[src/rtl/intx_router_pkg.sv]
package intx_router_pkg;
  localparam int NUM_PINS = 8;
  localparam int NUM_IRQS = 16;
  localparam int REG_W    = 8;
  localparam int PIN_W    = $clog2(NUM_PINS);
  localparam int ADDR_W   = PIN_W + 1;
  localparam int IRQ_W    = $clog2(NUM_IRQS);
  localparam int OFF_BIT  = REG_W - 1;

  localparam logic [REG_W-1:0] KEEP_MASK   = 8'h8F;
  localparam logic [REG_W-1:0] RESET_VAL   = 8'h80;
  localparam logic [REG_W-1:0] STAT_GOOD   = 8'h0B;
  localparam logic [REG_W-1:0] STAT_BAD    = 8'h09;

  typedef struct packed {
    logic [NUM_PINS-1:0] load;
    logic [REG_W-1:0]    value;
  } routeStrobe_t;
endpackage

[src/rtl/intx_router_ctrl.sv]
module intx_router_ctrl
  import intx_router_pkg::*;
(
  input  logic                             clk,
  input  logic                             rst,
  input  logic [ADDR_W-1:0]                regAddr,
  input  logic                             regWe,
  input  logic [REG_W-1:0]                 regWdata,
  input  logic [NUM_PINS-1:0][REG_W-1:0]   curRegs,
  output routeStrobe_t                     strobe,
  output logic                             statusSel,
  output logic [PIN_W-1:0]                 pinSel
);
  logic routeSpace;
  logic [REG_W-1:0] maskedData;

  assign statusSel  = regAddr[ADDR_W-1];
  assign routeSpace = ~regAddr[ADDR_W-1];
  assign pinSel     = regAddr[PIN_W-1:0];
  assign maskedData = regWdata & KEEP_MASK;
  assign strobe.value = maskedData;

  for (genvar p = 0; p < NUM_PINS; p++) begin : g_load
    logic hit;
    assign hit = regWe && routeSpace && (pinSel == PIN_W'(p));
    // only issue a load when the stored value would actually change
    assign strobe.load[p] = hit && (curRegs[p] != maskedData);
  end

  p_single_load_r1: assert property (@(posedge clk) disable iff (rst)
    $onehot0(strobe.load));

  p_status_write_ignored_r9: assert property (@(posedge clk) disable iff (rst)
    (regWe && regAddr[ADDR_W-1]) |-> (strobe.load == '0));
endmodule

[src/rtl/intx_router_dp.sv]
module intx_router_dp
  import intx_router_pkg::*;
#(
  parameter logic [NUM_IRQS-1:0] LEGAL_MASK = 16'hDEF8
)(
  input  logic                             clk,
  input  logic                             rst,
  input  routeStrobe_t                     strobe,
  input  logic [NUM_PINS-1:0]              pinReq,
  input  logic                             statusSel,
  input  logic [PIN_W-1:0]                 pinSel,
  output logic [NUM_PINS-1:0][REG_W-1:0]   routeRegs,
  output logic [REG_W-1:0]                 regRdata,
  output logic [NUM_IRQS-1:0]              irqOut
);
  logic [NUM_PINS-1:0]               pinValid;
  logic [NUM_PINS-1:0][NUM_IRQS-1:0] steer;
  logic [NUM_IRQS-1:0]               merged;

  for (genvar p = 0; p < NUM_PINS; p++) begin : g_pin
    logic [IRQ_W-1:0] target;

    always_ff @(posedge clk) begin
      if (rst)                 routeRegs[p] <= RESET_VAL;
      else if (strobe.load[p]) routeRegs[p] <= strobe.value;
    end

    assign target      = routeRegs[p][IRQ_W-1:0];
    assign pinValid[p] = ~routeRegs[p][OFF_BIT] && LEGAL_MASK[target];

    always_comb begin
      steer[p] = '0;
      if (pinValid[p] && pinReq[p]) steer[p][target] = 1'b1;
    end

    p_unused_zero_r2: assert property (@(posedge clk) disable iff (rst)
      (routeRegs[p] & ~KEEP_MASK) == '0);

    p_load_lands_r7: assert property (@(posedge clk) disable iff (rst)
      strobe.load[p] |=> (routeRegs[p] == $past(strobe.value)));

    p_hold_without_load_r9: assert property (@(posedge clk) disable iff (rst)
      !strobe.load[p] |=> $stable(routeRegs[p]));
  end

  always_comb begin
    merged = '0;
    for (int p = 0; p < NUM_PINS; p++) merged = merged | steer[p];
  end

  always_ff @(posedge clk) begin
    if (rst) irqOut <= '0;
    else     irqOut <= merged;
  end

  always_comb begin
    if (statusSel) regRdata = pinValid[pinSel] ? STAT_GOOD : STAT_BAD;
    else           regRdata = routeRegs[pinSel];
  end

  p_reset_state_r3: assert property (@(posedge clk)
    rst |=> (irqOut == '0 && routeRegs[0] == RESET_VAL && routeRegs[NUM_PINS-1] == RESET_VAL));

  p_reserved_quiet_r4: assert property (@(posedge clk) disable iff (rst)
    (irqOut & ~LEGAL_MASK) == '0);

  p_idle_quiet_r6: assert property (@(posedge clk) disable iff (rst)
    (pinReq == '0) |=> (irqOut == '0));
endmodule

[src/rtl/intx_irq_router.sv]
module intx_irq_router
  import intx_router_pkg::*;
#(
  parameter logic [15:0] LEGAL_MASK = 16'hDEF8
)(
  input  logic        clk,
  input  logic        rst,
  input  logic [3:0]  regAddr,
  input  logic        regWe,
  input  logic [7:0]  regWdata,
  output logic [7:0]  regRdata,
  input  logic [7:0]  pinReq,
  output logic [15:0] irqOut
);
  routeStrobe_t                   strobe;
  logic                           statusSel;
  logic [PIN_W-1:0]               pinSel;
  logic [NUM_PINS-1:0][REG_W-1:0] routeRegs;

  intx_router_ctrl u_ctrl (
    .clk       (clk),
    .rst       (rst),
    .regAddr   (regAddr),
    .regWe     (regWe),
    .regWdata  (regWdata),
    .curRegs   (routeRegs),
    .strobe    (strobe),
    .statusSel (statusSel),
    .pinSel    (pinSel)
  );

  intx_router_dp #(.LEGAL_MASK(LEGAL_MASK)) u_dp (
    .clk       (clk),
    .rst       (rst),
    .strobe    (strobe),
    .pinReq    (pinReq),
    .statusSel (statusSel),
    .pinSel    (pinSel),
    .routeRegs (routeRegs),
    .regRdata  (regRdata),
    .irqOut    (irqOut)
  );

  p_status_code_r8: assert property (@(posedge clk) disable iff (rst)
    regAddr[3] |-> (regRdata == STAT_GOOD || regRdata == STAT_BAD));
endmodule

[config.mk]
export PLATFORM = sky130hd
export DESIGN_NAME = intx_irq_router
export DESIGN_NICKNAME = d
export VERILOG_FILES = /design/src/rtl/intx_router_pkg.sv /design/src/rtl/intx_router_ctrl.sv /design/src/rtl/intx_router_dp.sv /design/src/rtl/intx_irq_router.sv
export SDC_FILE = /design/constraint.sdc
export NUM_CORES = 1
export LEC_CHECK = 0
export ABC_AREA = 1
export BUFFER_PORTS_ARGS = -buffer_cell sky130_fd_sc_hd__buf_2
export CAP_MARGIN = 0
export CELL_PAD_IN_SITES_DETAIL_PLACEMENT = 1
export CELL_PAD_IN_SITES_GLOBAL_PLACEMENT = 2
export CORE_MARGIN = 2
export CORE_UTILIZATION = 34
export DETAILED_ROUTE_END_ITERATION = 16
export PLACE_DENSITY_LB_ADDON = 0.1
export SLEW_MARGIN = 20
export SYNTH_ARGS = -nofsm -noshare
export SYNTH_HDL_FRONTEND = slang
export SYNTH_SLANG_ARGS = --single-unit
[constraint.sdc]
create_clock -name clk -period 3 [get_ports clk]
set_input_delay 0.6 -clock clk [delete_from_list [all_inputs] [get_ports clk]]
set_output_delay 0.6 -clock clk [all_outputs]
set_load 0.1 [all_outputs]
# --- Yosys cells after proc, flatten, opt, wreduce, memory -nomap -nowiden ---
# Memories as Yosys holds them, arrays and structs flattened. A register that Yosys moved wholly into a read port is not among the register bits.
# Index checks and enable logic that the tools add are counted.
totals:
  memories: 8
  wordCells: 161
  out_inout_bits: 24
  mem_bits_ro: 128
  ff_bits: 56
mem_list:
  columns: ["memory", "words", "word_bits", "read_ports", "rd_clocked_by_memory_dff", "write_ports", "line_no", "source"]
  rows:
  - ["(name not given)", 16, 1, 1, 1, 0, "intx_router_dp.sv:29", "assign pinValid[p] = ~routeRegs[p][OFF_BIT] && LEGAL_MASK[target];"]
  - ["(name not given)", 16, 1, 1, 1, 0, "intx_router_dp.sv:29", null]
  - ["(name not given)", 16, 1, 1, 1, 0, "intx_router_dp.sv:29", null]
  - ["(name not given)", 16, 1, 1, 1, 0, "intx_router_dp.sv:29", null]
  - ["(name not given)", 16, 1, 1, 1, 0, "intx_router_dp.sv:29", null]
  - ["(name not given)", 16, 1, 1, 1, 0, "intx_router_dp.sv:29", null]
  - ["2 more memories", null, null, null, null, null, null, null]
classes:
  bitwise: 16
  n_reduce_logical: 42
  muxes: 54
  n_eq_ne: 15
  magnitude_cmp: 17
op_table:
  columns: ["cell", "count"]
  rows:
  - ["2-to-1 mux 16 bit", 8]
  - ["bitwise OR 16 bit", 7]
  - ["2-to-1 mux 4 bit", 16]
  - ["logical AND 1 bit", 41]
  - ["< comparator 4 x 5 -> 1 bit, second input constant", 8]
  - ["inequality test 5 bit", 8]
  - ["demux 1 bit (select 4 bit)", 8]
  - [">= comparator 4 x 1 -> 1 bit, second input constant", 8]
  - ["binary-select mux 8 bit (select 3 bit)", 1]
  - ["2-to-1 mux 1 bit", 17]
  - ["2-to-1 mux 8 bit", 2]
  - ["equality test 3 bit, second input constant", 4]
  - ["inverter 1 bit", 9]
  - ["equality test 3 x 2 -> 1 bit, second input constant", 2]
  - ["< comparator 3 x 4 -> 1 bit, second input constant", 1]
  - ["binary-select mux 1 bit (select 3 bit)", 1]
  - ["equality test 3 x 1 -> 1 bit, second input constant", 1]
  - ["zero test 3 bit", 1]
  - ["2-to-1 mux 2 bit", 1]

# --- Longest topological paths before layout ---
# Gate-level depths: netlist of the first run.
depth:
  ltp_word: 12
  depth_mapped: 13
  ltp_nobuf: 11

# --- Cells and area by module ---
# Synthesis of the first run repeated with hierarchy kept, for this count alone.
hier_totals:
  cells_unflattened: 1182
  area_unflattened_um2: 6576.3
modules_own_cells:
  columns: ["mod", "seq_area_each_um2", "area_per_inst_um2", "cells_each", "n_inst"]
  rows:
  - ["intx_router_dp", 1761.7, 5408.9, 908, 1]
  - ["intx_router_ctrl", 0.0, 1167.4, 274, 1]

# --- Worst setup path before layout of the first run ---
# No wires, ideal clock.
synth_path:
  path_kind: "input to output"
  start: "in regAddr[1]"
  end: "out regRdata[2]"
  path_stages: 8
  arrival_time_ns: 3.500
  required_time_ns: 2.400
  slack_ns: -1.100
  path_buffers: 1
  cell_sequence: "inv_1 > nand2_1 > buf_2 > inv_1 > nand2_1 > o21ai_0 > a21oi_1 > a311oi_1"
synth_via:
  elab_chain_cells: 3
synth_lines:
  columns: ["element", "line_no", "source"]
  rows:
  - ["start, declared", "intx_irq_router.sv:8", "input logic [3:0] regAddr,"]
  - ["binary-select mux 8 bit (select 3 bit)", "intx_router_dp.sv:58", "else regRdata = routeRegs[pinSel];"]
  - ["2-to-1 mux 8 bit (implied by the code)", "intx_router_dp.sv:58", null]
  - ["2-to-1 mux 8 bit", "intx_router_dp.sv:57", "if (statusSel) regRdata = pinValid[pinSel] ? STAT_GOOD : STAT_BAD;"]
  - ["end, declared", "intx_irq_router.sv:11", "output logic [7:0] regRdata,"]
# No other way between the ends. The select of a mux whose other input is x is not followed.

# --- Worst setup path after layout of the first run ---
layout_path:
  start: "in regAddr[0]"
  end: "out regRdata[1]"
layout_via:
  elab_chain_cells: 4
  elab_cells_between_ends: 6
layout_lines:
  columns: ["element", "line_no"]
  rows:
  - ["binary-select mux 1 bit (select 3 bit)", "intx_router_dp.sv:57"]
  - ["2-to-1 mux 1 bit (implied by the code)", "intx_router_dp.sv:57"]
  - ["2-to-1 mux 2 bit", "intx_router_dp.sv:57"]
  - ["2-to-1 mux 8 bit (*)", "intx_router_dp.sv:57"]
# Mark *: on every way between the ends. The rest lies on a longest branch, timed or not. The select of a mux whose other input is x is not followed.

==> results of run 1 <==
## stage by stage
step | power [mW] | hold slack [ns] | setup TNS, ns
after detailed placement | 1.23 | 0.500 | 0
after CTS | 2.31 | 0.514 | 0
after global placement | 1.22 | 0.479 | 0
after global routing | 2.38 | 0.581 | 0
final | 2.31 | 0.515 | 0
after floorplan | 1.12 | 0.466 | -0.140
## worst max path at each step
stage / to / start / depth (start not counted) / slack (ns)
finish: regRdata[1] / regAddr[0] / 9 / 0.22
global route: regRdata[1] / regAddr[0] / 9 / 0.10
CTS: regRdata[1] / regAddr[0] / 9 / 0.23
detailed placement: regRdata[1] / regAddr[0] / 9 / 0.23
global placement: regRdata[1] / regAddr[0] / 9 / 0.31
floorplan: regRdata[2] / regAddr[1] / 8 / -0.14
## tightest hold or removal path, cell delays in order (launching register included)
cell	delay [ns]
dfxtp_1	0.34
a21oi_1	0.07
o21ai_0	0.07
## power breakdown
group / leakage [nW] / switching (mW) / internal, mW
combinational: 2.08 / 0.244 / 0.0842
clock: 0.138 / 0.452 / 0.639
sequential: 0.517 / 0.0224 / 0.864
## cells in the mapped netlist (2+ instances only)
cell type / count / share of area [%]
o21ai_0: 23 / 2.3
o21ai_2: 3 / 0.53
mux2i_1: 3 / 0.61
o211ai_1: 3 / 0.46
a21oi_2: 2 / 0.36
clkbuf_1: 8 / 0.61
nand4_1: 26 / 3.3
nand2_1: 229 / 17
nor4_1: 4 / 0.51
nor2_1: 113 / 8.6
nand3_2: 2 / 0.41
xnor2_1: 6 / 1.1
a2111oi_0: 2 / 0.36
nand2_2: 3 / 0.38
a21oi_1: 32 / 3.3
o311ai_0: 4 / 0.71
nand3_1: 85 / 8.6
nor3_1: 30 / 3.0
clkinv_1: 2 / 0.15
inv_2: 5 / 0.38
and3_2: 2 / 0.30
inv_1: 106 / 8.1
dfxtp_1: 64 / 26
o21a_1: 2 / 0.30
nor2_2: 3 / 0.38
buf_4: 11 / 1.7
and3_1: 4 / 0.51
a31oi_1: 10 / 1.3
a41oi_1: 4 / 0.71
buf_6: 2 / 0.46
nor2_4: 3 / 0.69
o2111ai_1: 2 / 0.36
buf_2: 7 / 0.71
a22oi_1: 2 / 0.30
o22ai_1: 20 / 2.5
## per-layer routing
metal | GRT usage [%] | share of wire [%]
met4 | 11.4 | 2.8
met5 | 0 | 0
met2 | 49.4 | 47
met1 | 38.5 | 45
met3 | 5.41 | 5.6
## logic make-up (layout without fill, tap and decap cells)
group,after synthesis,in the layout,share of synthesized area [%]
buffers and inverters,142,178,12.2
multiplexers,3,3,0.610
AO/OA/AOI/OAI,117,117,14.9
AND/OR/NAND/NOR,507,507,45.0
XOR/XNOR,7,7,1.24
other,1,3,0.0761
flip-flops,64,64,26.0
## final cells by class
type | instances | share of cell area, %
multi-input cells | 637 | 54.6
flip-flops and latches | 64 | 22.8
inverters | 113 | 7.56
repair buffers | 49 | 5.84
clock buffers | 10 | 4.08
well taps | 180 | 4.01
clock inverters | 6 | 1.07
==> results.md, run 1 <==
* Netlist cell types at approximately 50
* PD cells at 411 mW/mm^2
* Slew Limit Fails at 0
* Die width at 124 um
* RD Place Congestion at about 0.97
* Avg Vias per Cell at around 5.7
* Syn. warnings at 0
* Synthesis-to-finish area growth at 13.9%
* Startpoint types: input port
* TritonCTS clock tree: built
* Post-Layout Cell Count at ~1.1k
* P_leak at approximately 2.7 nW
* Sequential Area at 0.00128 sq mm
* First-pass GRT wire length at 35.4 mm
* Post-Syn Instances at roughly 840
* DRT antenna net count at 0
* Rows at 43
* Max cap viols at 0
* DR pass1 iterations at 5
* Critical R2R Launch: u_dp.routeRegs[42]
* Sequential area share after synthesis at around a quarter
* Post-synth EDFFs at 0
* Worst Hold Path Cells at 2
* Peak supply drop at 0.243 mV
* Worst Path Buf+Inv at 3
* Fill cells at ~1.9k
* Share of cells above drive strength 1 at approximately 10%
* Final WS setup at 0.219 ns
* Slowest stage delay, CP at about 0.37 ns
* Grt total ovfl at 0
* Num ports at 47
* Post-Syn Area at 0.00493 sq mm
* Final core occ at 40.0%
* Dpl hpwl at ~18 mm
* Pin count of the biggest net entering global routing at between 40 and 50
* Final min period at between 2 and 3 ns
* Post-placement cell area at 0.00532 sq mm
* Antenna violations before repair at 1
* Global Route Usage Sum at between 20% and 30%
* DR iter-0 viols at 439
* Register clock-pin slew on the reported worst setup and hold paths at roughly 0.06 ns
* Commonest cells after routing, fill and taps aside: nand2_1, nor2_1, inv_1, nand3_1, dfxtp_1
* Clk_skew at roughly 0.006 ns
* Nets at 897
* Vias in the first global route at between 5k and 6k
* Max clock buf depth at 2
* Worst-Skew Late Latency at around 0.36 ns
* Fin crit share at 92.7%
* CTS Buf Count at 9
* Worst Path Max Fanout at 9
* Final setup viols at 0
* Worst slew pin tran at approximately 0.76 ns
* Final Hold Fails at 0
* Worst path slowest cell: nor2_1
* Crit end category: primary output
* Commonest non-fill, non-tap cell in the layout: nand2_1
* Yosys reg bits at 64
* WP data required at 2.40 ns
* Pre-CTS setup slack at roughly 0.23 ns
* Die Footprint at around 0.015 sq mm
* Residual DRC at 0
* Hold EP: u_dp.routeRegs[23]
* Synth Area per Inst at a little under 6 sq um
* Min-delay src: u_dp.routeRegs[23]
* Setup CP Type: input port to primary output
* Post-synthesis async set-or-reset flop share at 0%
* DP Cell Count at 1043
* CP top delay family: buffers and inverters
* Post-CTS Resized at 0
* Multi-input gate area at between 0.003 and 0.004 sq mm
* Core area at 0.0140 sq mm
* Post-route cell area at 0.00561 sq mm
* Worst min path class: flop to flop
* Status: finished clean
* Worst EP arrival at about 2.2 ns
* Top_reg_cell synth: dfxtp_1
* ANT cells at 0
* IO buf count at 40
* # clock sinks at 64
* R2R Setup Slk at about 1.1 ns
* Hold_buf cts at 0
* H-tree levels at 3
* RSZ-0062 raised after global routing: false
* DRT Wirelength at ~23 mm
* Initial Utilization at roughly a third
* Fmax at 0.360 GHz
* Post-DR wirelength/cell at about 22 um
* R2r worst-path depth at 11
* Die Height at approximately 120 um
* Crit-path cells: buf_2 -> nor2_1 -> inv_2 -> o22ai_1 -> a21oi_1 -> o211ai_1 -> o311ai_0 -> nand2_1 -> buf_12
* Root buffer cell: clkbuf_16
* Relative slew slack at 48.5%
* Post-CTS Setup Inserts at 0
* Routed vias at roughly 6k
No activity file was read; power rests on OpenSTA's default activity.
==> run 2: changes to the inputs <==
Settings changed: MAX_ROUTING_LAYER set to met4, REMOVE_ABC_BUFFERS set to 1.
==> run 2 against run 1 <==
Net effect:
- clock power barely moved
- fmax rose by 3.4%
- combinational power barely moved
- sequential cell count did not move
- power fell by 0.97%
- largest power group unchanged
- highest routed layer unchanged
==> results.md, run 2 (synthesized netlist as in run 1, its figures left out) <==
* Status: finished clean
* Die Height at ~120 um
* Fin crit share at approximately nine tenths
* Nets at 896
* Synthesis-to-finish area growth at 13.8%
* ANT cells at 0
* Crit-path cells: buf_2 -> inv_1 -> nand2_1 -> o22ai_1 -> o311ai_0 -> nand2_1 -> buf_12
* Post-Layout Cell Count at about 1.1k
* Num ports at between 40 and 50
* Combinational share of power at 14.5%
* Slew Limit Fails at 0
* # clock sinks at 64
* Die Footprint at between 0.015 and 0.02 sq mm
* Grt total ovfl at 0
* Vias in the first global route at ~6.1k
* Post-CTS Resized at 0
* Seq pwr share at 38.9%
* Crit end category: primary output
* Share of cells above drive strength 1 at 9.81%
* RSZ-0062 raised after global routing: false
* Post-DR wirelength/cell at around 22 um
* Fmax at between 0.3 and 0.4 GHz
* CP dominant cell by count: nand2_1
* Root buffer cell: clkbuf_16
* DRT antenna net count at 0
* Worst path slowest cell: o311ai_0
* Final min period at roughly 2.7 ns
* IO buf count at 40
* Die width at between 100 and 150 um
* Final core occ at about two fifths
* Setup CP Type: input port to primary output
* DR pass1 iterations at 5
* Global Route Usage Sum at a little under a third
* Residual DRC at 0
* Max clock buf depth at 2
* Core area at approximately 0.014 sq mm
* Final Power at 2.28 mW
* H-tree levels at 3
* Post-CTS Setup Inserts at 0
* Worst-Skew Late Latency at approximately 0.34 ns
* P_leak at 2.73 nW
* Final setup viols at 0
* Worst slew pin tran at 0.740 ns
* Initial Utilization at between 30% and 40%
* Clock power frac at between 40% and 50%
* Multi-input gate area at 0.00305 sq mm
* Relative slew slack at between 50% and 60%
* DRT Wirelength at 23.2 mm
* WP data required at 2.40 ns
* Clk_skew at 0.00910 ns
* Pin count of the biggest net entering global routing at 44
* Register clock-pin slew on the reported worst setup and hold paths at approximately 0.06 ns
* Peak supply drop at between 0.2 and 0.25 mV
* Commonest non-fill, non-tap cell in the layout: nand2_1
* Switching Power at approximately 670 uW
* Sw Share at around 30%
* Hold_buf cts at 0
* Worst EP arrival at 2.09 ns
* DP Cell Count at around 1.0k
* CTS Buf Count at 9
* Commonest cells after routing, fill and taps aside: nand2_1, nor2_1, inv_1, nand3_1, dfxtp_1
* Final WS setup at ~0.31 ns
* First-pass GRT wire length at 35.8 mm
* Dpl hpwl at around 18 mm
* Slowest stage delay, CP at about 0.41 ns
* Routed vias at between 5k and 6k
* PD cells at ~410 mW/mm^2
* Post-route cell area at between 0.005 and 0.006 sq mm
* TritonCTS clock tree: built
* P_int at 1.61 mW
* Final Hold Fails at 0
* Fill cells at about 1.9k
* Worst Path Max Fanout at 10
* Post-placement cell area at ~0.0053 sq mm
* Antenna violations before repair at 0
* Sequential Area at roughly 0.0013 sq mm
* Worst min path class: flop to flop
* RD Place Congestion at 0.990
* DR iter-0 viols at 473
* Max cap viols at 0
* Pre-CTS setup slack at between 0.3 and 0.4 ns
* Avg Vias per Cell at between 5 and 6
* Rows at 43
* Startpoint types: input port
-- run 2: cell types whose count changed in the layout (fill, tap and decap cells not counted) --
cell,change
a311oi_1,+1
clkbuf_8,+1
nor3_1,+1
clkinvlp_4,-1
a311oi_2,-1
buf_12,+1
nor3_2,-1
buf_4,-1
buf_2,-1
clkinv_2,-2
clkbuf_1,+1
-- run 2: metal layers --
metal	routed length, um	GRT usage, %	vias up
met5	0	-	-
met2	10500	48.7	179
met3	996	3.48	57
met4	1010	14.2	0
met1	10600	40.4	2865
li1	-	-	2845
-- run 2: final timing paths --
kind                            from                 end  slack [ns]  cells after the start
setup / recovery          regAddr[1]         regRdata[1]        0.31                      7
hold / removal    u_dp.routeRegs[23]  u_dp.routeRegs[23]        0.51                      2
setup reg to reg  u_dp.routeRegs[23]     u_dp.irqOut[12]        1.12                      7
hold reg to reg   u_dp.routeRegs[23]  u_dp.routeRegs[23]        0.51                      2
-- run 2: power by group through the flow --
| stage | clock (mW) | sequential [mW] | combinational (mW) |
|---|---|---|---|
| floorplan | 0 | 0.896 | 0.194 |
| global placement | 0 | 0.904 | 0.319 |
| detailed placement | 0 | 0.905 | 0.326 |
| CTS | 1.09 | 0.887 | 0.327 |
| global route | 1.12 | 0.889 | 0.357 |
| finish | 1.06 | 0.887 | 0.330 |
-- run 2: worst max-delay path: cells and delay by family --
| kind | cells | cell delay (ns) |
|---|---|---|
| buf+inv | 3 | 0.37 |
| simple gates | 2 | 0.54 |
| compound gates | 2 | 0.56 |
-- run 2: layout make-up --
| type | instances | share of cell area, % |
|---|---|---|
| Clock buffer | 12 | 4.40 |
| Clock inverter | 3 | 0.759 |
| Inverter | 113 | 7.56 |
| Multi-Input combinational cell | 637 | 54.4 |
| Sequential cell | 64 | 22.8 |
| Tap cell | 180 | 4.02 |
| Timing Repair Buffer | 48 | 5.98 |
-- run 2: through the flow --
step | TNS, ns | hold WS [ns]
finish | 0 | 0.505
global route | 0 | 0.579
CTS | 0 | 0.508
detailed placement | 0 | 0.493
global placement | 0 | 0.495
floorplan | -1.88 | 0.458
==> run 3: changes to the inputs <==
Settings changed: CORE_UTILIZATION 34 to 35, PLACE_DENSITY_LB_ADDON 0.1 to 0.12, SYNTH_HIERARCHICAL set to 1.
==> run 3 against run 2 <==
Net effect:
- setup slack gained 0.033 ns
- largest cell class unchanged
- clock power grew 20%
- routed wire length grew 14%
- critical path depth grew 1
- global-route usage shrank 3.7 points
- register-to-register slack lost 0.26 ns
- utilization shrank 0.78 points
- sequential cell count grew 24
- worst hold slack gained 0.031 ns
- critical path type unchanged
- combinational power grew 35%
==> results.md, run 3 <==
* CP top delay family: buffers and inverters
* Fill cells at 2600
* ANT cells at 0
* Clock power frac at a little over two fifths
* Worst slew pin tran at a little over 0.7 ns
* DRT antenna net count at 0
* Avg Vias per Cell at about 5.0
* Critical Path Source: regAddr[1]
* Max FFs per register at 64
* Post-placement cell area at ~0.0070 sq mm
* Sequential Area at between 0.0015 and 0.002 sq mm
* Top Metal Used: met4
* Relative slew slack at about half
* Peak supply drop at 0.266 mV
* Final min period at about 2.7 ns
* RD Place Congestion at around 0.94
* Wire length on met3 at between 800 and 900 um
* Commonest non-fill, non-tap cell in the layout: nand2_1
* Most common cell in the netlist: nand2_1
* Met2 WL at around 12 mm
* Multi-input gate area at 0.00380 sq mm
* Status: finished clean
* WP data required at ~2.4 ns
* Crit-path cells: buf_2 -> inv_1 -> buf_4 -> a21oi_1 -> o21ai_0 -> nand3_1 -> and3_1 -> buf_12
* Die Footprint at about 0.02 sq mm
* Slowest stage delay, CP at 0.29 ns
* Max clock buf depth at 2
* Synth top area cells: dfxtp_1, nand2_1, nor2_1
* Netlist cell types at 28
* TritonCTS clock tree: built
* Vias in the first global route at 6845
* Post-DR wirelength/cell at roughly 18 um
* Pin count of the biggest net entering global routing at 57
* RSZ-0062 raised after global routing: false
* Setup TNS at 0 ns
* Antenna violations before repair at 0
* Syn. warnings at 6
* Post-synth EDFFs at 0
* Synth Area per Inst at between 5 and 6 sq um
* Core area at between 0.015 and 0.02 sq mm
* Startpoint types: input port
* DR iter-0 viols at between 400 and 500
* Post-Syn Instances at ~1.2k
* Top_reg_cell synth: dfxtp_1
* Min-delay src: u_dp/routeRegs[22]
* Yosys reg bits at 88
* Synth top area share at between 20% and 30%
* Worst path slowest cell: buf_2
* Die Height at around 140 um
* H-tree levels at 3
* Register clock-pin slew on the reported worst setup and hold paths at roughly 0.070 ns
* Synth cell count leaders: nand2_1, nor2_1, inv_1
* Num ports at 47
* Worst min path class: flop to flop
* Dpl hpwl at ~21 mm
* IO buf count at 43
* DR pass1 iterations at 5
* Fmax at 0.376 GHz
* R2R Setup Slk at 0.86 ns
* Initial Utilization at 35.4%
* PD cells at 403 mW/mm^2
* Clk_skew at around 0.0096 ns
* Worst EP arrival at slightly above 2 ns
* Seq pwr share at 41.5%
* Root buffer cell: clkbuf_16
* Setup CP Type: input port to primary output
* # clock sinks at 88
* Final setup viols at 0
* Post-route cell area at about 0.0073 sq mm
* Biggest register: u_dp/routeRegs
* Max cap viols at 0
* Biggest regs: u_dp/routeRegs x64, u_dp/irqOut x16
* Worst Path Buf+Inv at 4
* Commonest cells after routing, fill and taps aside: nand2_1, nor2_1, inv_1, dfxtp_1, o21ai_0
* Routed vias at ~7.3k
* Grt total ovfl at 0
* Rows at 50
* Combinational share of power at approximately 15%
* Switching Power at between 800 and 900 uW
* Post-CTS Resized at 0
* Final Hold Fails at 0
* Post-synthesis async set-or-reset flop share at 0%
* Worst Path Max Fanout at 16
* Sequential area share after synthesis at a little over a quarter
* Sw Share at between 30% and 40%
* Critical R2R Launch: u_dp/routeRegs[32]
* Worst-Skew Late Latency at between 0.3 and 0.4 ns
* Fin crit share at 88.6%
* Synthesis-to-finish area growth at 10.6%
* Hold_buf cts at 0
* P_int at 2.05 mW
* Share of cells above drive strength 1 at 10.0%
* Post-CTS Setup Inserts at 0
* CTS Buf Count at 9
* DRT met1 WL at between 10 and 15 mm
* P_leak at 3.79 nW
* Cell taking the most area after synthesis: dfxtp_1
* Nets at ~1.2k
* Post-Syn Area at between 0.006 and 0.007 sq mm
* Crit end category: primary output
* DRT Wirelength at around 26 mm
* Residual DRC at 0
* Slew Limit Fails at 0
* Die width at about 140 um
* Global Route Usage Sum at approximately 27%
* First-pass GRT wire length at approximately 40 mm
==> run 3: cell types whose count changed after synthesis, sizes merged, moves of 17 or more <==
cell / previous run / this run
o22ai: 20 / 3
nor2: 120 / 254
o21ai: 27 / 81
buf: 20 / 51
dfxtp: 64 / 88
nand2: 233 / 331
inv: 111 / 170
==> run 3: final timing paths <==
| kind | to | depth (start not counted) |
|---|---|---|
| min | u_dp/routeRegs[22] | 2 |
| max | regRdata[2] | 8 |
| max reg2reg | flop | 13 |
| min reg2reg | u_dp/routeRegs[22] | 2 |
==> run 3: worst min-delay path, stage by stage, from the launching register on <==
cell	delay [ns]
dfxtp_1	0.35
o21ai_0	0.08
nor2_1	0.07
==> run 3: cell families (layout without fill, tap and decap cells) <==
kind of cell | count (synthesis) | count (layout) | share of synthesized area, %
other cells | 1 | 3 | 0.0570
compound gates | 128 | 128 | 9.91
buf+inv | 226 | 249 | 15.5
flops | 88 | 88 | 26.8
xor+xnor | 8 | 8 | 1.07
simple gates | 731 | 731 | 46.7
==> run 3: layout make-up <==
type                       count  share of cell area (%)
sequential                    88                    24.2
clock buffer                   9                    3.10
clock inverter                 6                    1.27
multi-input combinational    870                    52.3
inverter                     170                    8.81
timing repair buffer          64                    6.33
tap                          234                    4.02
==> run 3: metrics by stage <==
| stage | util, % | std cells | hold WS [ns] | worst slack, ns | power, mW |
|---|---|---|---|---|---|
| global route | 39.2 | 1441 | 0.572 | 0.226 | 3.06 |
| floorplan | - | 1128 | 0.480 | 0.0223 | 1.49 |
| finish | 39.2 | 1441 | 0.536 | 0.343 | 2.93 |
| CTS | 39.2 | 1441 | 0.534 | 0.347 | 2.97 |
| detailed placement | 37.4 | 1426 | 0.517 | 0.345 | 1.68 |
| global placement | 37.4 | 1426 | 0.497 | 0.359 | 1.68 |
==> run 3: power groups by stage <==
stage	clock network (mW)	registers (mW)	logic (mW)
3_3_place_gp	0	1.24	0.434
3_5_place_dp	0	1.24	0.440
5_1_grt	1.35	1.22	0.487
2_1_floorplan	0	1.23	0.256
6_report	1.27	1.22	0.445
4_1_cts	1.31	1.22	0.441
==> run 3: per-layer routing <==
metal	GRT usage [%]	vias up
met5	-	-
met4	5.26	0
met3	3.36	17
met2	43.4	118
met1	38.0	3452
li1	-	3664
